[src/rtl/pt_walker_pkg.sv]
package pt_walker_pkg;
  typedef enum logic [2:0] {
    WS_IDLE,
    WS_L1_ISSUE,
    WS_L1_WAIT,
    WS_L2_ISSUE,
    WS_L2_WAIT
  } walk_state_t;

  typedef enum logic [1:0] {
    L1K_FAULT,
    L1K_SECTION,
    L1K_TABLE
  } l1_kind_t;

  typedef enum logic [1:0] {
    PG_4K  = 2'd0,
    PG_64K = 2'd1,
    PG_1M  = 2'd2
  } pg_size_t;
endpackage

[src/rtl/pt_l1_decode.sv]
module pt_l1_decode
  import pt_walker_pkg::*;
#(
  parameter int AW       = 32,
  parameter int SECT_SH  = 20,
  parameter int SPG_SH   = 12,
  parameter int L2_ALIGN = 10
) (
  input  logic [AW-1:0]      desc,
  input  logic [SECT_SH-1:0] va_low,
  output l1_kind_t           kind,
  output logic [AW-1:0]      sect_pa,
  output logic [AW-1:0]      l2_addr
);
  localparam logic [AW-1:0] SECT_MASK = ~((AW'(1) << SECT_SH) - AW'(1));
  localparam logic [AW-1:0] L2_MASK   = ~((AW'(1) << L2_ALIGN) - AW'(1));

  always_comb begin
    unique case (desc[1:0])
      2'b10:   kind = L1K_SECTION;
      2'b01:   kind = L1K_TABLE;
      default: kind = L1K_FAULT;
    endcase
  end

  assign sect_pa = (desc & SECT_MASK) | AW'(va_low);
  assign l2_addr = (desc & L2_MASK) + (AW'(va_low[SECT_SH-1:SPG_SH]) << 2);
endmodule

[src/rtl/pt_l2_decode.sv]
module pt_l2_decode
  import pt_walker_pkg::*;
#(
  parameter int AW     = 32,
  parameter int LPG_SH = 16,
  parameter int SPG_SH = 12
) (
  input  logic [AW-1:0]     desc,
  input  logic [LPG_SH-1:0] va_low,
  output logic              fault,
  output logic [AW-1:0]     pa,
  output pg_size_t          size
);
  localparam logic [AW-1:0] LPG_MASK = ~((AW'(1) << LPG_SH) - AW'(1));
  localparam logic [AW-1:0] SPG_MASK = ~((AW'(1) << SPG_SH) - AW'(1));

  always_comb begin
    fault = 1'b0;
    size  = PG_4K;
    pa    = (desc & SPG_MASK) | (AW'(va_low) & ~SPG_MASK);
    if (desc[1]) begin
      size = PG_4K;
    end else if (desc[0]) begin
      size = PG_64K;
      pa   = (desc & LPG_MASK) | AW'(va_low);
    end else begin
      fault = 1'b1;
    end
  end
endmodule

[src/rtl/pt_walker.sv]
module pt_walker
  import pt_walker_pkg::*;
#(
  parameter int AW       = 32,
  parameter int SECT_SH  = 20,
  parameter int LPG_SH   = 16,
  parameter int SPG_SH   = 12,
  parameter int L1_ALIGN = 14,
  parameter int L2_ALIGN = 10
) (
  input  logic          clk,
  input  logic          rst,
  input  logic          req_valid,
  output logic          req_ready,
  input  logic [AW-1:0] req_va,
  input  logic          req_write,
  input  logic [AW-1:0] ttb,
  output logic          mem_req_valid,
  input  logic          mem_req_ready,
  output logic [AW-1:0] mem_req_addr,
  input  logic          mem_rsp_valid,
  input  logic [AW-1:0] mem_rsp_data,
  output logic          res_valid,
  output logic          res_fault,
  output logic [AW-1:0] res_pa,
  output logic [1:0]    res_size,
  output logic [AW-1:0] res_va,
  output logic          res_write
);
  localparam logic [AW-1:0] L1_MASK = ~((AW'(1) << L1_ALIGN) - AW'(1));

  walk_state_t   st;
  logic [AW-1:0] va_q;
  logic          wr_q;
  logic [AW-1:0] addr_q;
  logic [AW-1:0] l1_addr;

  l1_kind_t      l1_kind;
  logic [AW-1:0] l1_pa;
  logic [AW-1:0] l2_addr;
  logic          l2_fault;
  logic [AW-1:0] l2_pa;
  pg_size_t      l2_size;
  pg_size_t      size_q;

  assign l1_addr = (ttb & L1_MASK) + (AW'(req_va[AW-1:SECT_SH]) << 2);

  pt_l1_decode #(.AW(AW), .SECT_SH(SECT_SH), .SPG_SH(SPG_SH), .L2_ALIGN(L2_ALIGN)) u_l1 (
    .desc    (mem_rsp_data),
    .va_low  (va_q[SECT_SH-1:0]),
    .kind    (l1_kind),
    .sect_pa (l1_pa),
    .l2_addr (l2_addr)
  );

  pt_l2_decode #(.AW(AW), .LPG_SH(LPG_SH), .SPG_SH(SPG_SH)) u_l2 (
    .desc   (mem_rsp_data),
    .va_low (va_q[LPG_SH-1:0]),
    .fault  (l2_fault),
    .pa     (l2_pa),
    .size   (l2_size)
  );

  assign req_ready     = (st == WS_IDLE);
  assign mem_req_valid = (st == WS_L1_ISSUE) || (st == WS_L2_ISSUE);
  assign mem_req_addr  = addr_q;
  assign res_size      = size_q;

  always_ff @(posedge clk) begin
    if (rst) begin
      st        <= WS_IDLE;
      va_q      <= '0;
      wr_q      <= 1'b0;
      addr_q    <= '0;
      res_valid <= 1'b0;
      res_fault <= 1'b0;
      res_pa    <= '0;
      size_q    <= PG_4K;
      res_va    <= '0;
      res_write <= 1'b0;
    end else begin
      res_valid <= 1'b0;
      unique case (st)
        WS_IDLE: begin
          if (req_valid) begin
            va_q   <= req_va;
            wr_q   <= req_write;
            addr_q <= l1_addr;
            st     <= WS_L1_ISSUE;
          end
        end
        WS_L1_ISSUE: if (mem_req_ready) st <= WS_L1_WAIT;
        WS_L2_ISSUE: if (mem_req_ready) st <= WS_L2_WAIT;
        WS_L1_WAIT: begin
          if (mem_rsp_valid) begin
            if (l1_kind == L1K_TABLE) begin
              addr_q <= l2_addr;
              st     <= WS_L2_ISSUE;
            end else begin
              res_valid <= 1'b1;
              res_fault <= (l1_kind == L1K_FAULT);
              res_pa    <= (l1_kind == L1K_FAULT) ? '0 : l1_pa;
              size_q    <= PG_1M;
              res_va    <= va_q;
              res_write <= wr_q;
              st        <= WS_IDLE;
            end
          end
        end
        WS_L2_WAIT: begin
          if (mem_rsp_valid) begin
            res_valid <= 1'b1;
            res_fault <= l2_fault;
            res_pa    <= l2_fault ? '0 : l2_pa;
            size_q    <= l2_size;
            res_va    <= va_q;
            res_write <= wr_q;
            st        <= WS_IDLE;
          end
        end
        default: st <= WS_IDLE;
      endcase
    end
  end
endmodule

[config.mk]
export PLATFORM = sky130hd
export DESIGN_NAME = pt_walker
export DESIGN_NICKNAME = d
export VERILOG_FILES = /design/src/rtl/pt_walker_pkg.sv /design/src/rtl/pt_l1_decode.sv /design/src/rtl/pt_l2_decode.sv /design/src/rtl/pt_walker.sv
export SDC_FILE = /design/constraint.sdc
export NUM_CORES = 1
export LEC_CHECK = 0
export CAP_MARGIN = 20
export CORE_MARGIN = 5
export CORE_UTILIZATION = 42
export DETAILED_ROUTE_END_ITERATION = 7
export MAX_ROUTING_LAYER = met4
export PLACE_DENSITY = 0.76
export SLEW_MARGIN = 0
export SYNTH_ARGS = -nofsm -noshare
export SYNTH_HDL_FRONTEND = slang
export SYNTH_HIERARCHICAL = 1
export SYNTH_SLANG_ARGS = --single-unit
export TNS_END_PERCENT = 5
[constraint.sdc]
create_clock -name clk -period 2 [get_ports clk]
set_clock_uncertainty 0.15 [all_clocks]
set_input_delay 0.4 -clock clk [delete_from_list [all_inputs] [get_ports clk]]
set_output_delay 0.4 -clock clk [all_outputs]
set_load 0.005 [all_outputs]
==> results of run 1 <==
metal layers:
metal / vias up / GRT usage
met4: 0 / 0.0792
li1: 2692 / -
met5: - / -
met2: 206 / 0.314
met1: 2621 / 0.280
met3: 35 / 0.0581
path summary, 6_finish.rpt:
kind	to	slack, ps	depth (start not counted)
setup / recovery	res_pa[12]	110	1
setup reg to reg	res_pa[18]	160	5
hold reg to reg	va_q[25]	310	2
hold / removal	mem_req_addr[1]	240	2
registers in the layout, indices dropped and copies added, names as in the netlist:
| signal | count |
|---|---|
| va_q | 32 |
| res_pa | 32 |
| res_fault | 1 |
| res_write | 1 |
| wr_q | 1 |
| mem_req_addr | 32 |
| res_size | 2 |
| res_va | 32 |
| res_valid | 1 |
| st | 3 |
final cells by class:
class	instances	area share
Multi-Input combinational cell	442	0.322
Inverter	3	0.00128
Clock inverter	15	0.0147
Clock buffer	17	0.0485
Tap cell	188	0.0268
Timing Repair Buffer	229	0.274
Sequential cell	137	0.313
per-stage QoR:
stage                     worst slack [ps]  std cells  setup TNS (ps)
after floorplan                       44.2        739               0
after global placement                -460        994          -40740
after detailed placement              -552        994          -47130
after CTS                            -19.5       1028           -63.8
after global routing                  40.9       1031               0
final                                  108       1031               0
cell usage after synthesis (2+ instances only):
library cell | instances | area share
nand2b_1 | 7 | 0.0068
a22oi_1 | 31 | 0.036
o21a_1 | 2 | 0.0023
a21oi_1 | 101 | 0.078
buf_2 | 14 | 0.011
nand3_1 | 33 | 0.026
mux2i_1 | 31 | 0.048
o21ai_0 | 34 | 0.026
dfxtp_1 | 137 | 0.42
nor2_1 | 38 | 0.022
clkbuf_1 | 39 | 0.023
buf_4 | 94 | 0.11
conb_1 | 2 | 0.0012
buf_1 | 9 | 0.0052
nand2_1 | 70 | 0.041
inv_1 | 3 | 0.0017
nor2b_1 | 3 | 0.0029
a211oi_1 | 33 | 0.038
nor3_1 | 5 | 0.0039
mux2_4 | 4 | 0.0093
a211oi_2 | 31 | 0.060
power groups by stage:
| stage | logic (uW) | clock network (uW) | registers, uW |
|---|---|---|---|
| 2_1_floorplan | 703 | 0 | 3020 |
| 3_3_place_gp | 1160 | 0 | 3040 |
| 3_5_place_dp | 1180 | 0 | 3040 |
| 4_1_cts | 1210 | 3040 | 2980 |
| 5_1_grt | 1340 | 3150 | 3000 |
| 6_report | 1240 | 2970 | 2980 |
logic make-up (layout without fill, tap and decap cells):
logic type             Yosys count  in the layout
multiplexers                    36             36
AND/OR/NAND/NOR                166            166
AO/OA/AOI/OAI                  236            236
buffers and inverters          160            264
other                            2              3
flip-flops                     137            137
XOR/XNOR                         1              1
timing repair:
action                                  CTS  global route
endpoints found under the setup margin   55            76
setup buffers                             1             1
pin swaps                                 2             2
gates resized for setup                  11             7
gates cloned                              1             2
==> impl_metrics.py, run 1 <==
metrics = {
    "sta": {
        "whs_ps": 245,
        "finalCritPeriodShare": 0.946,
        "setup_viol": 0,
        "slew_violations": 0,
        "worstMarginPinSlew_ps": 528,
        "min_period_ps": 1890,
        "slew_headroom": 0.648,
        "fmax_ghz": 0.529,
        "grt_setup_unrepaired": "false",
        "timing_hold_violations_final": 0,
    },
    "synthesis": {
        "synth.area.mux_share": 0.0590,
        "synthAdderAreaFrac": 0,
        "syn_avg_cell_area_um2": 8.76,
        "syn_inst": 738,
        "ys_seq_area_frac": 0.424,
        "synth_top_family_by_area": "compound AO/OA/AOI/OAI gates",
        "ys_warn_count": 6,
        "synthSimpleGateAreaFrac": 0.117,
        "synth_async_sr_flop_share": 0,
        "ys_seq_elements": 137,
        "synth_area_um2": 6470,
        "synth-compound-area-share": 0.246,
        "synth-xor-area-share": 0.00135,
        "ys_types": 38,
        "ys.flop_type": "dfxtp_1",
        "synth_edf_count": 0,
    },
    "global_routing": {
        "overflow": 0,
        "grt_usage": 0.213,
        "grt_pass1_wl_mm": 29.4,
        "antenna_found_initial": 0,
        "grt_pass1_vias": 5316,
        "grt_max_degree": 67,
    },
    "placement": {
        "place.gp.congestion": 0.812,
        "numPortBuffers": 182,
        "place_area_um2": 8090,
        "place_hpwl_mm": 12.7,
    },
    "critical_path": {
        "critical_path.cell_chain": "clkdlybuf4s50_1",
        "critPathKind": "reg -> out",
        "endpoint_kind": "primary output",
        "max_stage_delay_ps": 590,
        "path_buf_inv": 1,
        "critPathArrivalTime_ps": 1340,
        "cp-start-kind": "register",
        "r2r-start": "st[1]",
        "critPathMaxFanout": 2,
        "critPathSlowestCell": "clkdlybuf4s50_1",
        "critPathTopFamily": "buffers and inverters",
        "startpoint": "res_pa[12]",
        "required_ps": 1450,
    },
    "detailed_routing": {
        "drt_iter0_drc": 358,
        "vias_per_cell": 5.39,
        "dr.pass1.iters": 5,
        "drtAntennaViolNets": 0,
        "vias": 5554,
        "wl_met2_mm": 8.75,
        "drt-total-wl_mm": 18.9,
        "met1_length_mm": 8.49,
        "route.met3.wl_mm": 1.24,
        "wl_per_cell_um": 18.4,
        "drc": 0,
        "routed.top_layer": "met4",
    },
    "die": {
        "ioPinCount": 205,
        "die-height_um": 134,
        "die_w_um": 134,
        "initial_core_util": 0.427,
        "rows": 45,
        "core_um2": 15100,
        "die-area_um2": 18000,
    },
    "min_path": {
        "worstHoldStart": "rst",
        "hp-class": "in -> reg",
    },
    "finish": {
        "layout_common_cells": "clkdlybuf4s50_1 (177), dfxtp_1 (134), a21oi_1 (99)",
        "num-fill-cells": 1306,
        "area_growth_pct": 35.7,
        "multi_input_area_um2": 2820,
        "fin_util": 0.579,
        "fin_area_um2": 8770,
        "seqCellArea_um2": 2750,
        "fin_nets": 932,
        "drive_gt1_frac": 0.161,
        "layout_commonest_cell": "clkdlybuf4s50_1",
        "antenna_cells": 0,
    },
    "power_and_ir_drop": {
        "clock_power_share": 0.413,
        "ir_drop_mv": 0.611,
        "p_sw_uw": 2050,
        "switching_share": 0.285,
        "p_int_uw": 5140,
        "finalPower_uw": 7190,
        "power_frac_comb": 0.172,
        "leakage_uw": 0.00300,
        "powerDensity_nw_per_um2": 820,
        "sequentialPowerShare": 0.414,
    },
    "clock_tree": {
        "cts_buffers": 17,
        "clock-sinks": 137,
        "ctsRootBufferMaster": "clkbuf_16",
        "insertion_delay_ps": 420,
        "hold_buffers": 0,
        "cts_tree": "done",
        "htreeDepth": 4,
        "clock_path_buffers": 2,
        "clkSlewWorstSetupHoldPaths_ps": 60,
    },
    "job": {
        "cap_viol_max_count": 0,
    },
    "status": {
        "status": "completed",
    },
}
No activity file was read; power rests on OpenSTA's default activity.
==> inputs of run 2 (changes only) <==
Settings changed: TNS_END_PERCENT 5 to not set.
==> run 2 against run 1 <==
Non-clock buffer count is 1 lower. First-iteration DRC count is 17% higher. Final cell count hardly changed. Hold slack better by 2.8 ps. Highest routed layer unchanged. Sequential share of layout area is 0.090 points higher.
==> impl_metrics.py, run 2 (synthesis gave the netlist of run 1 again) <==
metrics = {
    "clock_tree": {
        "htreeDepth": 4,
        "clock-sinks": 137,
        "cts_buffers": 17,
        "hold_buffers": 0,
        "clkSlewWorstSetupHoldPaths_ps": 60,
        "cts_tree": "done",
        "ctsRootBufferMaster": "clkbuf_16",
        "insertion_delay_ps": 420,
        "clock_path_buffers": 2,
    },
    "critical_path": {
        "critical_path.cell_chain": "clkdlybuf4s50_1",
        "critPathKind": "reg -> out",
        "critPathMaxFanout": 2,
        "critPathTopFamily": "buffers and inverters",
        "cp-start-kind": "register",
        "critPathSlowestCell": "clkdlybuf4s50_1",
        "critPathArrivalTime_ps": 1330,
        "worst-r2r-setup-slack_ps": 160,
        "path_buf_inv": 1,
        "max_stage_delay_ps": 580,
        "required_ps": 1450,
        "endpoint_kind": "primary output",
    },
    "finish": {
        "instances_no_fill": 1030,
        "fin_area_um2": 8750,
        "drive_gt1_frac": 0.160,
        "num-fill-cells": 1307,
        "antenna_cells": 0,
        "layout_common_cells": "clkdlybuf4s50_1 (177), dfxtp_1 (134), a21oi_1 (99)",
        "fin_nets": 931,
        "area_growth_pct": 35.3,
        "layout_commonest_cell": "clkdlybuf4s50_1",
    },
    "die": {
        "initial_core_util": 0.427,
        "rows": 45,
        "die_w_um": 134,
        "ioPinCount": 205,
        "core_um2": 15100,
        "die-height_um": 134,
        "die-area_um2": 18000,
    },
    "power_and_ir_drop": {
        "switching_share": 0.285,
        "p_int_uw": 5130,
        "power_frac_comb": 0.170,
        "clock_power_share": 0.414,
        "sequentialPowerShare": 0.415,
        "leakage_uw": 0.00298,
        "p_sw_uw": 2050,
        "powerDensity_nw_per_um2": 820,
        "ir_drop_mv": 0.612,
    },
    "detailed_routing": {
        "dr.pass1.iters": 5,
        "drtAntennaViolNets": 0,
        "drt_iter0_drc": 418,
        "drt-total-wl_mm": 18.7,
        "vias": 5541,
        "drc": 0,
        "wl_per_cell_um": 18.1,
        "vias_per_cell": 5.38,
    },
    "sta": {
        "grt_setup_unrepaired": "false",
        "setup_viol": 0,
        "timing_hold_violations_final": 0,
        "worstMarginPinSlew_ps": 529,
        "fin_ws_ps": 118,
        "slew_headroom": 0.648,
        "slew_violations": 0,
        "tns_ps": 0,
        "min_period_ps": 1880,
        "finalCritPeriodShare": 0.941,
        "fmax_ghz": 0.531,
    },
    "global_routing": {
        "grt_usage": 0.213,
        "antenna_found_initial": 0,
        "grt_pass1_wl_mm": 29.4,
        "grt_max_degree": 67,
        "grt_pass1_vias": 5319,
        "overflow": 0,
    },
    "placement": {
        "dp.cells": 994,
        "place_area_um2": 8090,
        "place.gp.congestion": 0.812,
        "place_hpwl_mm": 12.7,
        "dp_slack_ps": -552,
        "numPortBuffers": 182,
    },
    "status": {
        "status": "completed",
    },
    "job": {
        "cap_viol_max_count": 0,
    },
    "min_path": {
        "hp-class": "in -> reg",
    },
}
run 2: final cells by class:
cell class                      instances  area (um^2)  area share
Clock buffer                           17          425      0.0486
Clock inverter                         15          129      0.0147
Inverter                                3         11.3     0.00129
Multi-Input combinational cell        442         2820       0.323
Sequential cell                       137         2750       0.314
Tap cell                              188          235      0.0269
Timing Repair Buffer                  228         2370       0.271
run 2: power by group through the flow:
stage          sequential [uW]  combinational [uW]  clock, uW
3_3_place_gp              3040                1160          0
4_1_cts                   2980                1210       3040
6_report                  2980                1220       2970
3_5_place_dp              3040                1180          0
5_1_grt                   3000                1320       3150
2_1_floorplan             3020                 703          0
run 2: worst reg2reg max path: cells and delay by family, from the launching register on:
| kind | cells | cell delay [ps] |
|---|---|---|
| compound gates | 2 | 390 |
| simple gates | 1 | 350 |
| buf+inv | 2 | 460 |
| flops | 1 | 400 |
run 2: final timing paths:
kind	startpoint	cells past startpoint	end
setup / recovery	res_pa[12]	1	res_pa[12]
hold / removal	rst	2	mem_req_addr[1]
setup reg to reg	st[1]	5	res_pa[27]
hold reg to reg	va_q[28]	2	va_q[28]
run 2: stage by stage:
step	hold WS (ps)	util	power, uW
floorplan	287	-	3720
global placement	292	0.534	4190
detailed placement	297	0.534	4210
CTS	229	0.575	7230
global route	263	0.578	7470
finish	247	0.578	7170
run 2: timing repair:
action / CTS / global route
gates resized for setup: 12 / 6
buffers inserted: 1 / 1
gates cloned: 1 / 1
pin swaps: 2 / 2
setup endpoints to repair: 55 / 78
run 2: metal layers:
layer	vias up	share of wire	wire, um	global-route usage
met3	35	0.068	1270	0.0581
met1	2620	0.45	8320	0.279
met2	194	0.46	8580	0.315
met5	-	0	0	-
met4	0	0.026	488	0.0792
li1	2692	-	-	-
